[src/rtl/seg_xlate_pkg.sv]
package seg_xlate_pkg;
    parameter int SEG_W  = 4;
    parameter int ADDR_W = 16;
    localparam int PA_W  = ADDR_W + 1;

    typedef struct packed {
        logic [ADDR_W-1:0] base;
        logic [ADDR_W-1:0] limit;
        logic              wprot;
        logic              share;
    } seg_desc_t;

    typedef struct packed {
        logic            valid;
        logic [PA_W-1:0] paddr;
        logic            range_err;
        logic            bound_err;
        logic            prot_err;
        logic            share;
    } xlate_rsp_t;
endpackage

[src/rtl/seg_desc_table.sv]
module seg_desc_table
    import seg_xlate_pkg::*;
#(
    parameter int NUM_SEG = 5
) (
    input  logic                 clk,
    input  logic                 rst_n,
    input  logic                 wr_en,
    input  logic [SEG_W-1:0]     wr_idx,
    input  seg_desc_t            wr_desc,
    input  logic [SEG_W-1:0]     rd_idx,
    output seg_desc_t            rd_desc,
    output logic                 rd_in_range
);
    seg_desc_t tbl_q [NUM_SEG];
    seg_desc_t tbl_d [NUM_SEG];

    for (genvar g = 0; g < NUM_SEG; g++) begin : g_entry
        always_comb begin
            tbl_d[g] = tbl_q[g];
            if (wr_en && (32'(wr_idx) == g))
                tbl_d[g] = wr_desc;
        end
        always_ff @(posedge clk or negedge rst_n) begin
            if (!rst_n) tbl_q[g] <= '0;
            else        tbl_q[g] <= tbl_d[g];
        end
    end

    always_comb begin
        rd_in_range = 32'(rd_idx) < NUM_SEG;
        rd_desc     = '0;
        for (int i = 0; i < NUM_SEG; i++)
            if (32'(rd_idx) == i) rd_desc = tbl_q[i];
    end
endmodule

[src/rtl/seg_check.sv]
module seg_check
    import seg_xlate_pkg::*;
(
    input  logic              req_valid,
    input  logic              in_range,
    input  seg_desc_t         desc,
    input  logic [ADDR_W-1:0] off,
    input  logic              wr,
    output xlate_rsp_t        rsp
);
    logic in_bound;

    always_comb begin
        in_bound      = off < desc.limit;
        rsp           = '0;
        rsp.valid     = req_valid;
        if (req_valid) begin
            if (!in_range) begin
                rsp.range_err = 1'b1;
            end else begin
                rsp.share = desc.share;
                if (!in_bound)             rsp.bound_err = 1'b1;
                else if (wr && desc.wprot) rsp.prot_err  = 1'b1;
                else rsp.paddr = PA_W'(desc.base) + PA_W'(off);
            end
        end
    end
endmodule

[src/rtl/seg_xlate.sv]
module seg_xlate
    import seg_xlate_pkg::*;
#(
    parameter int NUM_SEG = 5
) (
    input  logic              clk,
    input  logic              rst_n,
    input  logic              load_en,
    input  logic [SEG_W-1:0]  load_idx,
    input  logic [ADDR_W-1:0] load_base,
    input  logic [ADDR_W-1:0] load_limit,
    input  logic              load_wprot,
    input  logic              load_share,
    input  logic              req_valid,
    input  logic [SEG_W-1:0]  req_seg,
    input  logic [ADDR_W-1:0] req_off,
    input  logic              req_wr,
    output logic              rsp_valid,
    output logic [PA_W-1:0]   rsp_paddr,
    output logic              rsp_range_err,
    output logic              rsp_bound_err,
    output logic              rsp_prot_err,
    output logic              rsp_share
);
    seg_desc_t  wr_desc, rd_desc;
    logic       in_range;
    xlate_rsp_t rsp_d, rsp_q;

    assign wr_desc = '{base: load_base, limit: load_limit,
                       wprot: load_wprot, share: load_share};

    seg_desc_table #(.NUM_SEG(NUM_SEG)) u_table (
        .clk        (clk),
        .rst_n      (rst_n),
        .wr_en      (load_en),
        .wr_idx     (load_idx),
        .wr_desc    (wr_desc),
        .rd_idx     (req_seg),
        .rd_desc    (rd_desc),
        .rd_in_range(in_range)
    );

    seg_check u_check (
        .req_valid(req_valid),
        .in_range (in_range),
        .desc     (rd_desc),
        .off      (req_off),
        .wr       (req_wr),
        .rsp      (rsp_d)
    );

    always_ff @(posedge clk or negedge rst_n) begin
        if (!rst_n) rsp_q <= '0;
        else        rsp_q <= rsp_d;
    end

    assign rsp_valid     = rsp_q.valid;
    assign rsp_paddr     = rsp_q.paddr;
    assign rsp_range_err = rsp_q.range_err;
    assign rsp_bound_err = rsp_q.bound_err;
    assign rsp_prot_err  = rsp_q.prot_err;
    assign rsp_share     = rsp_q.share;

    // response one cycle after request
    a_r3_latency: assert property (@(posedge clk) disable iff (!rst_n)
        req_valid |=> rsp_valid);
    a_r3_no_spurious: assert property (@(posedge clk) disable iff (!rst_n)
        !req_valid |=> !rsp_valid);
    // errors mutually exclusive
    a_r10_onehot_err: assert property (@(posedge clk) disable iff (!rst_n)
        $onehot0({rsp_range_err, rsp_bound_err, rsp_prot_err}));
    // any error zeroes the address
    a_r5_err_zero_pa: assert property (@(posedge clk) disable iff (!rst_n)
        (rsp_range_err || rsp_bound_err || rsp_prot_err) |-> rsp_paddr == '0);
    // out-of-range selector reports range error only
    a_r6_range: assert property (@(posedge clk) disable iff (!rst_n)
        (req_valid && 32'(req_seg) >= NUM_SEG) |=> (rsp_range_err && !rsp_share));
    // reads never raise a protection fault
    a_r7_read_no_prot: assert property (@(posedge clk) disable iff (!rst_n)
        (req_valid && !req_wr) |=> !rsp_prot_err);
endmodule

[config.mk]
export PLATFORM = sky130hd
export DESIGN_NAME = seg_xlate
export DESIGN_NICKNAME = d
export VERILOG_FILES = /design/src/rtl/seg_xlate_pkg.sv /design/src/rtl/seg_desc_table.sv /design/src/rtl/seg_check.sv /design/src/rtl/seg_xlate.sv
export SDC_FILE = /design/constraint.sdc
export NUM_CORES = 1
export LEC_CHECK = 0
export BUFFER_PORTS_ARGS = -buffer_cell sky130_fd_sc_hd__buf_2
export CELL_PAD_IN_SITES_DETAIL_PLACEMENT = 1
export CELL_PAD_IN_SITES_GLOBAL_PLACEMENT = 1
export CORE_ASPECT_RATIO = 1.2
export CORE_MARGIN = 2
export CORE_UTILIZATION = 45
export DETAILED_ROUTE_END_ITERATION = 10
export GPL_TIMING_DRIVEN = 0
export PLACE_DENSITY_LB_ADDON = 0.1
export SLEW_MARGIN = 20
export SYNTH_ARGS = -nofsm -noshare
export SYNTH_HDL_FRONTEND = slang
export SYNTH_SLANG_ARGS = --single-unit
[constraint.sdc]
create_clock -name clk -period 3.4 [get_ports clk]
set_input_delay 0.51 -clock clk [delete_from_list [all_inputs] [get_ports clk]]
set_output_delay 0.51 -clock clk [all_outputs]
set_load 0.05 [all_outputs]
## Yosys cells after proc, flatten, opt, wreduce, memory -nomap -nowiden

Cells that the tools add are included.
Widths: inputs -> output; s select.

- Register bits after elaboration: 192
- Input bits: 63
- Output and inout bits: 22
- Logic and storage cells: 59

- Add/subtract/negate cells: 1
- $lt $le $gt $ge: 2
- Eq/ne operators: 8
- Muxes and demuxes: 14
- Reduce and logical (&&, ||, !) cells: 8

Operators with widths:

| cell | count |
|---|---|
| $mux 34 | 5 |
| $mux 17 | 3 |
| $mux 21 | 1 |
| $add 16x16->17 | 1 |
| $eq 4x2->1 const B | 4 |
| $lt 16x16->1 | 1 |
| $eq 4x1->1 const B | 2 |
| $eq 4x3->1 const B | 2 |
| $logic_not 4->1 | 2 |
| $logic_and 1x1->1 | 6 |
| $lt 4x3->1 const B | 1 |
| $mux 1 | 4 |
| $mux 3 | 1 |

## Depth between registers and ports, before layout

Gate-level depths: netlist (run 1).

- Depth after elaboration: 11
- Gate-level depth with buffers: 14
- Mapped depth without buffers: 12

## Modules after synthesis

From an unflattened synthesis (run 1), not the netlist that was laid out.

- Cell total of the unflattened synthesis: 817
- Area total of the unflattened synthesis: 9669.3 um^2

By module, submodules not included:

| module | times used | cells each | area an instance (um^2) | sequential area each (um^2) |
|---|---|---|---|---|
| seg_desc_table | 1 | 612 | 7823.8 | 4254.1 |
| seg_check | 1 | 183 | 1295.0 | 0.0 |
| seg_xlate | 1 | 22 | 550.5 | 550.5 |

## Least setup slack after synthesis (run 1)

No wires, ideal clock.

- Path type: input to register
- Start: input req_seg[0]
- End: register rsp_q (netlist bit rsp_paddr[15])
- Setup time: 125 ps
- Data arrival time: 3264 ps
- Data required time: 3275 ps
- Slack: 11 ps
- Stages on the path: 12
- Buffers on the path: 2
- Path through: buf_4 > buf_2 > mux4_2 > a22o_1 > ha_1 > a21o_1 > a21oi_1 > nor3b_1 > a21oi_1 > and4_1 > o22ai_1 > mux2_2

RTL lines:

| element | RTL line | source |
|---|---|---|
| from (decl) | seg_xlate.sv:15 | `input logic [SEG_W-1:0] req_seg,` |
| to (signal assigned) | seg_xlate.sv:54 | `else rsp_q <= rsp_d;` |
| to (decl) | seg_xlate.sv:27 | `xlate_rsp_t rsp_d, rsp_q;` |

==> results.txt, run 1 <==
- Result of the run: complete, no violations
* Post-CTS Hold Fix Bufs: 0
- Arrival time at the worst endpoint: 3.69 ns
* Transition at the pin with the smallest max-transition slack: 0.7901 ns
* Die footprint: 21620 um2
* WL/cell: 22.58 um
- Of the synthesized area, sequential elements account for 0.5220.
- The internal power of the cells totals 4.614 mW.
- Top-Level Pins: 85
- Kind of cell adding the most delay to the critical path: simple AND/OR/NAND/NOR gates
- Wire length of the first global-routing pass: 36740 um
- Clock tree from TritonCTS: yes
- Final core area utilization: 0.5343
- The filler cells instantiated in the layout total 2010.
- Delay of the slowest critical-path stage: 0.43 ns
* Worst path buffer plus inverter count: 4
- Core area: 20180 um2
- Async S/R FF share, synth: 1.000
* Yosys warnings: 0
* Synthesized Nets: 737
- Clock Tree Root: clkbuf_16
- Netlist Area Pre-Place: 9204 um2
- Design area: 10780 um2
- Combinational share of power: 0.195
* Cell types with the highest counts after synthesis: dfrtp_1, mux2_2, ha_1
* CTS Buffer Depth: 2
- Total area of sequential cells: 4805 um2
- The number of global-route vias before repair came to 6501.
* Die boundary height: 160.7 um
- Headroom to the max-slew limit came out at 0.4733.
* Effective utilization at floorplan: 0.4560
* Clock-pin slew on the worst setup and hold paths: 0.07 ns
- STA classifies the critical path startpoint as a primary input.
- The first routing iteration left 257 violations.
* Overall Global Routing Usage: 0.2263
* Half-perimeter wire length after detailed placement: 16480 um
- In the synthesized netlist the dominant register cell turns out to be dfrtp_1.
* Layout cells sized above 1: 0.4763
* Internal reg-to-reg setup slack: 0.32 ns
- Tightest Hold Check Type: in -> async
* Clock sink count: 192
- Global routing finished with a remaining overflow of 0.
* Net switching power of the design: 1.760 mW
- Total number of nets in the final design: 843
- For this design the static power due to leakage is 4.895 nW.
- Synth-to-layout area growth: 17.17%
- Counting cells, the worst reg-to-reg path comes to 10.
* Maximum number of pins on one net before global-route repair: 103
* Crit path max fanout: 10
- Max Slew Vio Count: 0
- Among all cell types in the netlist, the one instantiated most often is dfrtp_1.
* Number of buffers inserted during clock tree synthesis: 17
* Clock latency of the later-clocked register in the worst-skew pair: 0.45 ns
- The number of antenna violations at the first check in global routing is 1.
- Across the VDD grid, the largest voltage drop is 0.0003798 V.
* Final RePlAce weighted congestion: 0.7817
- Max Fclk: 299.5 MHz
- Total area of multi-input combinational cells: 4297 um2
- After synthesis, the cell types taking the most area are dfrtp_1, mux2_2, mux4_2.
- Synthesized instance count: 639
- For this design the ratio of total power to cell area is 591.0 nW/um2.
- The share of total power dissipated in sequential elements is 0.470.
- Number of buffer cells added on primary ports: 84
* Part of the cycle the worst path needs: 0.9821
- dfrtp_1 takes more of the synthesized area than any other cell.
- In the routed design, unresolved DRC markers number 0.
- The startpoint identified for the worst register-to-register timing path is u_table.tbl_q[58].
- For the finished layout, the period the worst path requires is 3.339 ns.
- Counting stages on the worst path, the most repeated cell is nor4b_4.
* Reg-to-Reg End: rsp_paddr[15]
- The floorplan has 57 rows.
* Cell Chain, Critical Path: buf_2 -> buf_8 -> nor4b_4 -> clkbuf_2 -> a22oi_1 -> ha_1 -> or3_1 -> a221oi_2 -> o211ai_2 -> or2_1 -> buf_6 -> nor4b_4
* Fraction of synthesized cell area taken by the top area cell type: 0.5220
* Placed cell area: 9993 um2
- After synthesis the netlist holds a flip-flop and latch count of 192.
* DR pass1 iterations: 4
* Vias post-DR: 5765
* Switching Share: 0.2761
- The synthesized design contains 0 enable-type register cells.
- The die is 134.6 um wide.
- Critical path capture point type: flip-flop
- In this run the remaining antenna-violating nets after routing total 0.
- Worst setup skew after layout: 0.01118 ns
- The tool flagged a number of max-cap violations equal to 0.
- Syn_area_per_cell: 14.40 um2
* Max H-tree Level: 4
* Proportion of power drawn by the clock network: 0.334
- Routed wire length: 23100 um
* Number of distinct library cells after synthesis: 46
* Number of hold violations in the final report: 0
- For this design, the slowest cell found on the critical path is or3_1.
* Required time reported for the critical path endpoint: 3.75 ns
- By startpoint and endpoint, the worst setup path is classified as in -> reg.
- Setup violations remaining at the end of the flow were counted as 0.
- Using the TritonRoute via totals, the vias-per-cell ratio works out to 5.635.
* Count of antenna diodes in the layout: 0
[per-layer routing]
layer  wire length (um)  share of wire  GRT usage
met1              10130           0.44     0.2916
met2              11980           0.52     0.3945
met3                638          0.028    0.03883
met4                343          0.015    0.06220
met5                  7        0.00030          0
[timing repair]
action | 4_1_cts | 5_1_grt
setup buffers | 2 | 1
pin swaps | 1 | 3
endpoints found under the hold margin | 0 | 0
setup endpoints to repair | 17 | 14
gates resized for setup | 23 | 24
[cell usage in the layout, fill, tap and decap left out, types with 4 or more instances in the layout]
master,netlist,layout
a22o_1,16,16
clkbuf_2,0,4
a22oi_1,16,12
nand3_1,7,7
inv_8,0,5
ha_1,34,34
or3_1,4,4
clkbuf_1,23,14
and4_1,4,4
a21oi_1,17,16
mux2_2,173,173
a21o_1,4,4
a22oi_2,0,4
buf_8,0,4
xor2_1,6,6
xnor2_1,5,5
buf_4,1,4
clkbuf_16,0,17
mux4_2,33,33
nand2_1,15,15
dfrtp_1,192,192
nor2_1,25,24
buf_2,7,87
inv_1,7,7
[worst register-to-register path: stages, from the launching register on]
cell and delay [ns]:
dfrtp_1 0.38, mux4_2 0.46, a22o_1 0.26, ha_1 0.34
a21o_1 0.19, a21oi_1 0.20, nor3b_2 0.22, a21oi_1 0.12
and4_1 0.26, o22ai_2 0.15, mux2_2 0.37
[worst max-delay path by stage]
stage                     from                end  slack, ns  cells after the start
detailed placement  req_seg[0]      rsp_paddr[16]      -0.98                     15
floorplan           req_seg[0]      rsp_paddr[15]       0.01                     12
CTS                 req_seg[0]      rsp_paddr[15]      0.006                     13
global route        req_seg[0]      rsp_paddr[13]    -0.0001                     12
global placement         rst_n  u_table.tbl_q[71]      -1.10                      1
finish              req_seg[0]      rsp_paddr[13]       0.06                     12
[cell families (layout without fill, tap and decap cells)]
| group | count (synthesis) | after routing | synth area share |
|---|---|---|---|
| multiplexers | 206 | 206 | 0.2924 |
| flip-flops | 192 | 192 | 0.5220 |
| AND/OR/NAND/NOR | 79 | 79 | 0.04663 |
| AO/OA/AOI/OAI | 76 | 76 | 0.06077 |
| buffers and inverters | 40 | 159 | 0.01930 |
| adder cells (fa/ha/maj) | 35 | 35 | 0.04840 |
| XOR/XNOR | 11 | 11 | 0.01047 |
[stage by stage]
| step | setup TNS (ns) | hold slack, ns | std cells | total power [mW] | worst slack (ns) |
|---|---|---|---|---|---|
| after floorplan | 0 | 0.2144 | 639 | 3.846 | 0.01081 |
| after detailed placement | -15.47 | 0.4874 | 989 | 4.261 | -0.9807 |
| final | 0 | 0.1092 | 1023 | 6.374 | 0.06098 |
| after CTS | 0 | 0.1362 | 1023 | 6.421 | 0.006198 |
| after global placement | -222.42 | 0.4813 | 988 | 4.149 | -1.097 |
| after global routing | -0.0001221 | 0.1599 | 1023 | 6.682 | -0.0001221 |
[area by class of cell]
class / count / share of cell area
timing repair buffer: 88 / 0.04455
tap: 265 / 0.03075
multi-input combinational: 407 / 0.3984
buffer: 32 / 0.01984
clock buffer: 18 / 0.04072
clock inverter: 14 / 0.01775
sequential: 192 / 0.4455
inverter: 7 / 0.002436
[power groups by stage]
stage	clock network, mW	registers [mW]	logic (mW)
after floorplan	0	2.98	0.868
after global placement	0	2.99	1.16
after detailed placement	0	3.04	1.22
after CTS	2.18	2.99	1.25
after global routing	2.27	3.05	1.36
final	2.13	3.00	1.25
[flip-flops by register name, summed over array words and instances, names as in the netlist]
signal / count
rsp_prot_err: 1
u_table.tbl_q: 170
rsp_share: 1
rsp_bound_err: 1
rsp_range_err: 1
rsp_paddr: 17
rsp_valid: 1
Power figures use the tool's default switching activity.
==> run 2: changes to the inputs <==
- SYNTH_HIERARCHICAL: unset -> 1
- clock period: 3.4 -> 3.6 ns (I/O delays scaled with it)
==> run 2 against run 1 <==
  * Wire length rose by 18%
  * Count of clock-buffer cells in the layout up 1
  * Non-clock buffer count is 10 higher
  * Worst setup slack better by 0.096 ns
  * First-iteration DRC count grew 17%
  * Flip-flop and latch count did not move
  * Final area grew 2.9%
  * Register-to-register slack improved by 0.34 ns
  * Cell count grew 18%
  * Critical endpoint is now rsp_paddr[16]
==> results.txt, run 2 <==
* Layout cells sized above 1: 0.3591 (was 0.4763)
- Cells after DPL: 1171 (was 989)
- Detailed Route Iter0 Violations: 301 (was 257)
- Synthesized Nets: 912 (was 737)
- The power per unit of standard cell area was 523.2 nW/um2 (was 591.0 nW/um2).
- The final number of max-transition violations came to 0 (unchanged).
* Final RePlAce weighted congestion: 0.8486 (was 0.7817)
- The count of input and output buffers came to 82 (was 84).
- The leakage power figure was 5.085 nW (was 4.895 nW).
- The total of flip-flops plus latches after synthesis was 192 (unchanged).
- Effective utilization at floorplan: 0.4595 (was 0.4560)
- Crit path max fanout: 10 (unchanged)
- Die W: 137.8 um (was 134.6 um)
* Remaining routing DRC violations: 0 (unchanged)
- WL/cell: 22.55 um (was 22.58 um)
- Number of buffers inserted during clock tree synthesis: 17 (unchanged)
* Max H-tree Level: 4 (unchanged)
* Post-route ant nets: 0 (unchanged)
- The global-route congestion overflow total was 0 (unchanged).
- The CTS tree was yes (unchanged).
* Most frequent cells in the layout: dfrtp_1, mux2_2, buf_2 (unchanged)
- Most common library cell in the layout ignoring fill and taps: dfrtp_1 (unchanged)
- The number of enable-type register cells in the synthesized netlist is 0 (unchanged).
- The instance area after placement came to 10480 um2 (was 9993 um2).
- Yosys warnings: 6 (was 0)
* CP Class: in -> reg (unchanged)
* Summed negative setup slack over all endpoints: 0 ns (unchanged)
* Seq/Total Area, Yosys: 0.4969 (was 0.5220)
- The most frequently used flop master after synthesis is dfrtp_1 (unchanged).
- Part of the cycle the worst path needs: 0.9565
- The most frequently used cell type in the post-synthesis netlist was dfrtp_1 (unchanged).
- Overall Global Routing Usage: 0.2533 (was 0.2263)
- Synth-to-layout area growth: 14.71% (was 17.17%)
* Num rows: 58 (was 57)
* Design area: 11090 um2 (was 10780 um2)
* Worst VDD drop: 0.0003513 V (was 0.0003798 V)
- The detail-routed via count per cell came to 5.691 (was 5.635).
- Routed wire length: 27150 um (was 23100 um)
- Netlist Area Pre-Place: 9669 um2 (was 9204 um2)
- The area share of the leading cell type in the synthesized netlist came to 0.4969 (was 0.5220).
* Tightest Hold Check Type: in -> reg (was in -> async)
- Transition at the pin with the smallest max-transition slack: 0.8306 ns (was 0.7901 ns)
- Arrival time at the worst endpoint: 3.77 ns (was 3.69 ns)
- Clock sink count: 192 (unchanged)
- The post-detailed-placement half-perimeter wirelength came to 19610 um (was 16480 um).
- Worst setup skew after layout: 0.01102 ns (was 0.01118 ns)
* Number of cells in the finished layout apart from fillers: 1204 (was 1023)
* Wire length of the first global-routing pass: 42500 um (was 36740 um)
- The distinct cell type count of the synthesized netlist is 53 (was 46).
- The total iterations of the first detailed-routing run came to 4 (unchanged).
- Result of the run: complete, no violations (unchanged).
- Cell type contributing the most total cell area after synthesis: dfrtp_1 (unchanged)
- Critical path capture point type: flip-flop (unchanged)
- Top reg by flops: u_table/tbl_q (was u_table.tbl_q)
- Final core area utilization: 0.5271 (was 0.5343)
- The relative slew slack is 0.4462 (was 0.4733).
* Setup repair after global routing missed its margin: false
- Syn_area_per_cell: 11.84 um2 (was 14.40 um2)
- Core area: 21050 um2 (was 20180 um2)
- Clock-pin slew on the worst setup and hold paths: 0.07 ns (about the same)
- The hold violation total from the final report was 0 (unchanged).
* Maximum number of pins on one net before global-route repair: 83 (was 103)
- The gate count after technology mapping came to 817 (was 639).
- Cell types with the largest area share after synthesis: dfrtp_1, mux2_2, ha_1 (was dfrtp_1, mux2_2, mux4_2)
* Antenna violations before repair: 2 (was 1)
- The final-stage net count came to 1015 (was 843).
* Required time reported for the critical path endpoint: 3.93 ns (was 3.75 ns)
- The die footprint came to 22680 um2 (was 21620 um2).
* Cell with the biggest individual delay on the critical path: fa_1 (was or3_1)
- The maximum buffer depth of the clock tree is 2 (unchanged).
* Cell Chain, Critical Path: buf_2 -> or2_2 -> buf_1 -> buf_4 -> a211oi_1 -> o22a_2 -> ha_1 -> inv_1 -> fa_1 -> nor2b_4 -> o31a_1 -> o21a_1 -> a21oi_1 -> o221a_1 -> nor3_1 (was buf_2 -> buf_8 -> nor4b_4 -> clkbuf_2 -> a22oi_1 -> ha_1 -> or3_1 -> a221oi_2 -> o211ai_2 -> or2_1 -> buf_6 -> nor4b_4)
- The total I/O pin count is 85 (unchanged).
- Total power of the final layout: 5.803 mW (was 6.374 mW)
- The max-cap check violation count came to 0 (unchanged).
- Clock latency of the later-clocked register in the worst-skew pair: 0.44 ns (was 0.45 ns)
- The routed design could run at a clock period as short as 3.443 ns.
- The stage delay of the slowest cell on the critical path came to 0.42 ns (was 0.43 ns).
- The share of flip-flops with an asynchronous set or reset came to 1.000 (unchanged).
- Cell types with the highest counts after synthesis: dfrtp_1, mux2_2, nor2_1 (was dfrtp_1, mux2_2, ha_1)
- The number of flip-flops under the largest register name was 170 (unchanged).
* Kind of launch point of the worst setup path: primary input (unchanged)
- Static timing analysis puts the maximum clock frequency at 290.4 MHz.
- The detailed-route via count came to 6852 (was 5765).
- Number of endpoints failing setup at the final stage: 0 (unchanged)
- The die boundary height was 164.6 um (was 160.7 um).
- Clock Tree Root: clkbuf_16 (unchanged)
* Via count of the first global-routing pass: 7669 (was 6501)
-- run 2: changes by cell type in the layout (fill, tap and decap cells not counted), sizes merged, moves of 15 or more --
cell and delta:
a211oi +28, a22o -16, a22oi -16, buf +15, inv +21, mux2i +25
mux4 -33, nand2b +34, nor2 +57, o21ai +16, o22a +25
-- run 2: what timing repair did --
action	in CTS	in global routing
gates resized for setup	7	10
setup endpoints to repair	16	5
hold buffers	1	0
hold endpoints to repair	5	0
cloned	0	0
setup buffers	0	0
pin swaps	0	0
-- run 2: final cells by class --
class	instances	area (um2)
Clock buffer	19	452.9
Timing Repair Buffer	85	485.5
Inverter	30	112.6
Clock inverter	13	120.1
Buffer	45	256.5
Multi-Input combinational cell	549	4519
Sequential cell	192	4805
Fill cell	2211	9953
Tap cell	270	337.8
Antenna cell	1	2.502
-- run 2: final timing paths --
check,slack [ns],depth (start not counted),start,to
setup / recovery,0.16,15,req_seg[1],rsp_paddr[16]
hold / removal,0.39,2,load_limit[5],u_table/tbl_q[143]
setup reg to reg,0.66,12,u_table/tbl_q[120],rsp_paddr[16]
hold reg to reg,0.50,1,u_table/tbl_q[101],u_table/tbl_q[101]
max in group asynchronous,2.27,3,rst_n,u_table/tbl_q[159]
min in group asynchronous,0.59,2,rst_n,rsp_paddr[13]
-- run 2: cells by family (layout without fill, tap and decap cells) --
logic type / count (synthesis) / in the layout / share of synthesized area
AOI/OAI and AO/OA: 135 / 135 / 0.1018
and+or+nand+nor: 179 / 179 / 0.09123
adders and majority gates: 32 / 32 / 0.04218
other: 0 / 1 / 0
buffers and inverters: 76 / 192 / 0.03675
muxes: 195 / 195 / 0.2239
xor gates and xnor gates: 8 / 8 / 0.007246
DFF: 192 / 192 / 0.4969
-- run 2: report_power, final --
part | switching (mW) | internal (mW)
Clock | 0.897 | 0.949
Sequential | 0.238 | 2.61
Combinational | 0.540 | 0.571
-- run 2: stage by stage --
step	hold slack, ns	setup WS [ns]
after floorplan	0.2444	0.2659
after global placement	0.4778	-0.9330
after detailed placement	0.4632	-0.6660
after CTS	0.3680	0.02371
after global routing	0.3834	0.0008167
final	0.3896	0.1567
-- run 2: worst max-delay path: cells and delay by family --
kind                       cells  cell delay, ns
buffers and inverters          4            0.65
AOI/OAI and AO/OA              6            1.25
adders and majority gates      2            0.65
and+or+nand+nor                3            0.68
-- run 2: layer usage --
| metal | vias up | routed length (um) | share of wire | global-route usage |
|---|---|---|---|---|
| li1 | 3134 | - | - | - |
| met4 | 2 | 751 | 0.028 | 0.09137 |
| met5 | - | 13 | 0.00048 | 0 |
| met3 | 42 | 839 | 0.031 | 0.04205 |
| met2 | 109 | 14260 | 0.53 | 0.4582 |
| met1 | 3565 | 11290 | 0.42 | 0.3011 |
==> run 3: changes to the inputs <==
- CORE_UTILIZATION: 45 -> 44
- clock period: 3.6 -> 2.9 ns (I/O delays scaled with it)
==> run 3 against run 2 <==
  * The flow now finishes with violations (negative setup slack)
  * Non-clock buffer count increased by 10
  * Global-route usage fell by 1.1 points
  * Sequential power grew 24%
  * Total power grew 28%
  * Critical endpoint unchanged
  * Largest cell class is now multi-input gates
==> results.txt, run 3 (synthesis gave the netlist of run 2 again) <==
- The critical register-to-register path startpoint is u_table/tbl_q[120] (unchanged).
- Max Cap Violations: 0 (unchanged)
- CTS Buffer Depth: 2 (unchanged)
- The violation count after the first detailed-route iteration is 329 (was 301).
* Final WS setup: -0.02022 ns (was 0.1567 ns)
- Total power of the final layout: 7.425 mW (was 5.803 mW)
* Routed wire length: 28150 um (was 27150 um)
* Setup repair after global routing missed its margin: true (was false)
- The CTS tree is yes (unchanged).
- Max Slew Vio Count: 0 (unchanged)
- Vias/cell: 5.708 (was 5.691)
- The worst-skew pair later-pin latency is 0.43 ns (was 0.44 ns).
* Summed negative setup slack over all endpoints: -0.02752 ns (was 0 ns)
- Part of the cycle the worst path needs: 1.007
- The reg-to-reg setup timing slack was 0.23 ns (was 0.66 ns).
- The checks that failed: negative setup slack.
- The total DRC errors in the routed layout was 0 (unchanged).
- Num rows: 59 (was 58)
- Die footprint: 23180 um2 (was 22680 um2)
* Tightest Hold Check Type: in -> async (was in -> reg)
- The leakage power figure was 5.260 nW (was 5.085 nW).
* Number of endpoints failing setup at the final stage: 3 (was 0)
* Number of hold violations in the final report: 0 (unchanged)
- Overall Global Routing Usage: 0.2422 (was 0.2533)
* Gr ovfl total: 0 (unchanged)
- Worst setup skew after layout: 0.01118 ns (was 0.01102 ns)
- Layout cells sized above 1: 0.4322 (was 0.3591)
* Clock Tree Root: clkbuf_16 (unchanged)
- Maximum number of pins on one net before global-route repair: 99 (was 83)
- The die boundary height is 166.4 um (was 164.6 um).
- The critical path data required time came to 3.21 ns (was 3.93 ns).
* DR pass1 iterations: 4 (unchanged)
- Post-route ant nets: 0 (unchanged)
* Final RePlAce weighted congestion: 0.8340 (was 0.8486)
- The layout overhead on the synthesized area was 20.92% (was 14.71%).
- The number of antenna violations at the first check in global routing was 0 (was 2).
- Vias post-DR: 6952 (was 6852)
- WL/cell: 23.11 um (was 22.55 um)
- The type of the setup path with the least slack is in -> reg (unchanged).
- Most common library cell in the layout ignoring fill and taps: dfrtp_1 (unchanged)
- The number of hold buffers added after CTS is 0 (was 1).
- Destination of the critical timing path: rsp_paddr[16] (unchanged)
* Cell with the biggest individual delay on the critical path: or3b_1 (was fa_1)
* Result of the run: finished, violations left (was complete, no violations)
- Wire length of the first global-routing pass: 43100 um (was 42500 um)
- Clock sink count: 192 (unchanged)
- Kind of launch point of the worst setup path: primary input (unchanged)
- Via count of the first global-routing pass: 7691 (was 7669)
- Crit. Startpoint: req_seg[1] (unchanged)
* Arrival time at the worst endpoint: 3.24 ns (was 3.77 ns)
- Most frequent cells in the layout: dfrtp_1, mux2_2, buf_2 (unchanged)
- The final-stage net count is 1026 (was 1015).
- Reg-to-Reg End: rsp_paddr[16] (unchanged)
- The worst setup slack before clock tree synthesis was -1.285 ns (was -0.6660 ns).
* Fin crit period: 2.920 ns
- Min Hold Slack: 0.02036 ns (was 0.3896 ns)
- Die W: 139.3 um (was 137.8 um)
- The largest vdd supply drop was 0.0004454 V (was 0.0003513 V).
- Cell Chain, Critical Path: buf_8 -> or2_1 -> or3b_1 -> buf_6 -> buf_12 -> o22a_4 -> ha_4 -> inv_4 -> fa_2 -> nor2b_4 -> o31a_1 -> o21a_1 -> a21oi_2 -> o221a_1 -> nor3_2 (was buf_2 -> or2_2 -> buf_1 -> buf_4 -> a211oi_1 -> o22a_2 -> ha_1 -> inv_1 -> fa_1 -> nor2b_4 -> o31a_1 -> o21a_1 -> a21oi_1 -> o221a_1 -> nor3_1)
- Max Fclk: 342.4 MHz
- The kind of cell with the highest combined delay on the critical path is compound AO/OA/AOI/OAI gates (unchanged).
- The core area came to 21630 um2 (was 21050 um2).
* Effective utilization at floorplan: 0.4470 (was 0.4595)
- Number of buffers inserted during clock tree synthesis: 17 (unchanged)
- Max H-tree Level: 4 (unchanged)
- The cell depth of the worst flop-to-flop path was 12 (unchanged).
* Critical path capture point type: flip-flop (unchanged)
- Total stage count of the critical path: 15 (unchanged)
- The power per unit of standard cell area came to 635.0 nW/um2 (was 523.2 nW/um2).
- Final core area utilization: 0.5406 (was 0.5271)
- Transition at the pin with the smallest max-transition slack: 0.7664 ns (was 0.8306 ns)
- Max FFs per register: 170 (unchanged)
- The count of input and output buffers came to 82 (unchanged).
- The post-detailed-placement half-perimeter wirelength is 19320 um (was 19610 um).
- Worst path buffer plus inverter count: 4 (unchanged)
- The stage delay of the slowest cell on the critical path was 0.36 ns (was 0.42 ns).
- The peak fanout along the critical path came to 8 (was 10).
* Top reg by flops: u_table/tbl_q (unchanged)
- The clock slew at the register clock pins of the worst setup and hold paths is 0.08 ns (was 0.07 ns).
- Count of antenna diodes in the layout: 0 (was 1)
- Relative max-transition margin: 0.4891 (was 0.4462)
- Top-Level Pins: 85 (unchanged)
==> run 3: power breakdown <==
part / switching (mW) / internal, mW / leakage, nW
logic: 0.722 / 0.783 / 2.58
registers: 0.300 / 3.24 / 2.39
clock network: 1.15 / 1.23 / 0.292
total: 2.17 / 5.25 / 5.26
==> run 3: worst min-delay path by stage <==
stage,start,end,depth (start not counted)
after floorplan,rst_n,rsp_bound_err,0
after global placement,u_table/tbl_q[84],u_table/tbl_q[84],1
after detailed placement,u_table/tbl_q[82],u_table/tbl_q[82],1
after CTS,rst_n,rsp_paddr[11],1
after global routing,rst_n,rsp_paddr[11],1
final,rst_n,rsp_paddr[11],1
==> run 3: metrics by stage <==
step	cell area (um2)	instances
2_1_floorplan	9739	817
3_3_place_gp	10490	1173
3_5_place_dp	10530	1174
4_1_cts	11400	1211
5_1_grt	11690	1218
6_report	11690	1218
==> run 3: timing repair <==
action,in CTS,in global routing
setup buffers,7,5
hold endpoints to repair,0,0
pin swaps,20,20
resized for setup,56,39
gates cloned,2,2
endpoints found under the setup margin,19,17
==> run 3: layout make-up <==
class	instances	area, um2
Fill cell	2229	9937
Buffer	42	340.3
Clock buffer	17	425.4
Clock inverter	15	173.9
Timing Repair Buffer	98	605.6
Inverter	30	115.1
Sequential cell	192	4805
Tap cell	274	342.8
Multi-Input combinational cell	550	4885
==> run 3: worst reg2reg max path, delay by kind of cell, from the launching register on <==
kind,cells,cell delay [ns]
simple gates,3,0.40
fa+ha+maj,2,0.57
buf+inv,1,0.04
compound gates,6,1.22
flops,1,0.36
==> run 3: metal layers <==
| layer | part of all wire | routed length, um | global-route usage |
|---|---|---|---|
| met1 | 0.41 | 11540 | 0.3007 |
| met3 | 0.038 | 1078 | 0.04729 |
| met2 | 0.52 | 14500 | 0.4135 |
| met4 | 0.036 | 1026 | 0.1001 |
| met5 | 0 | 0 | 0 |
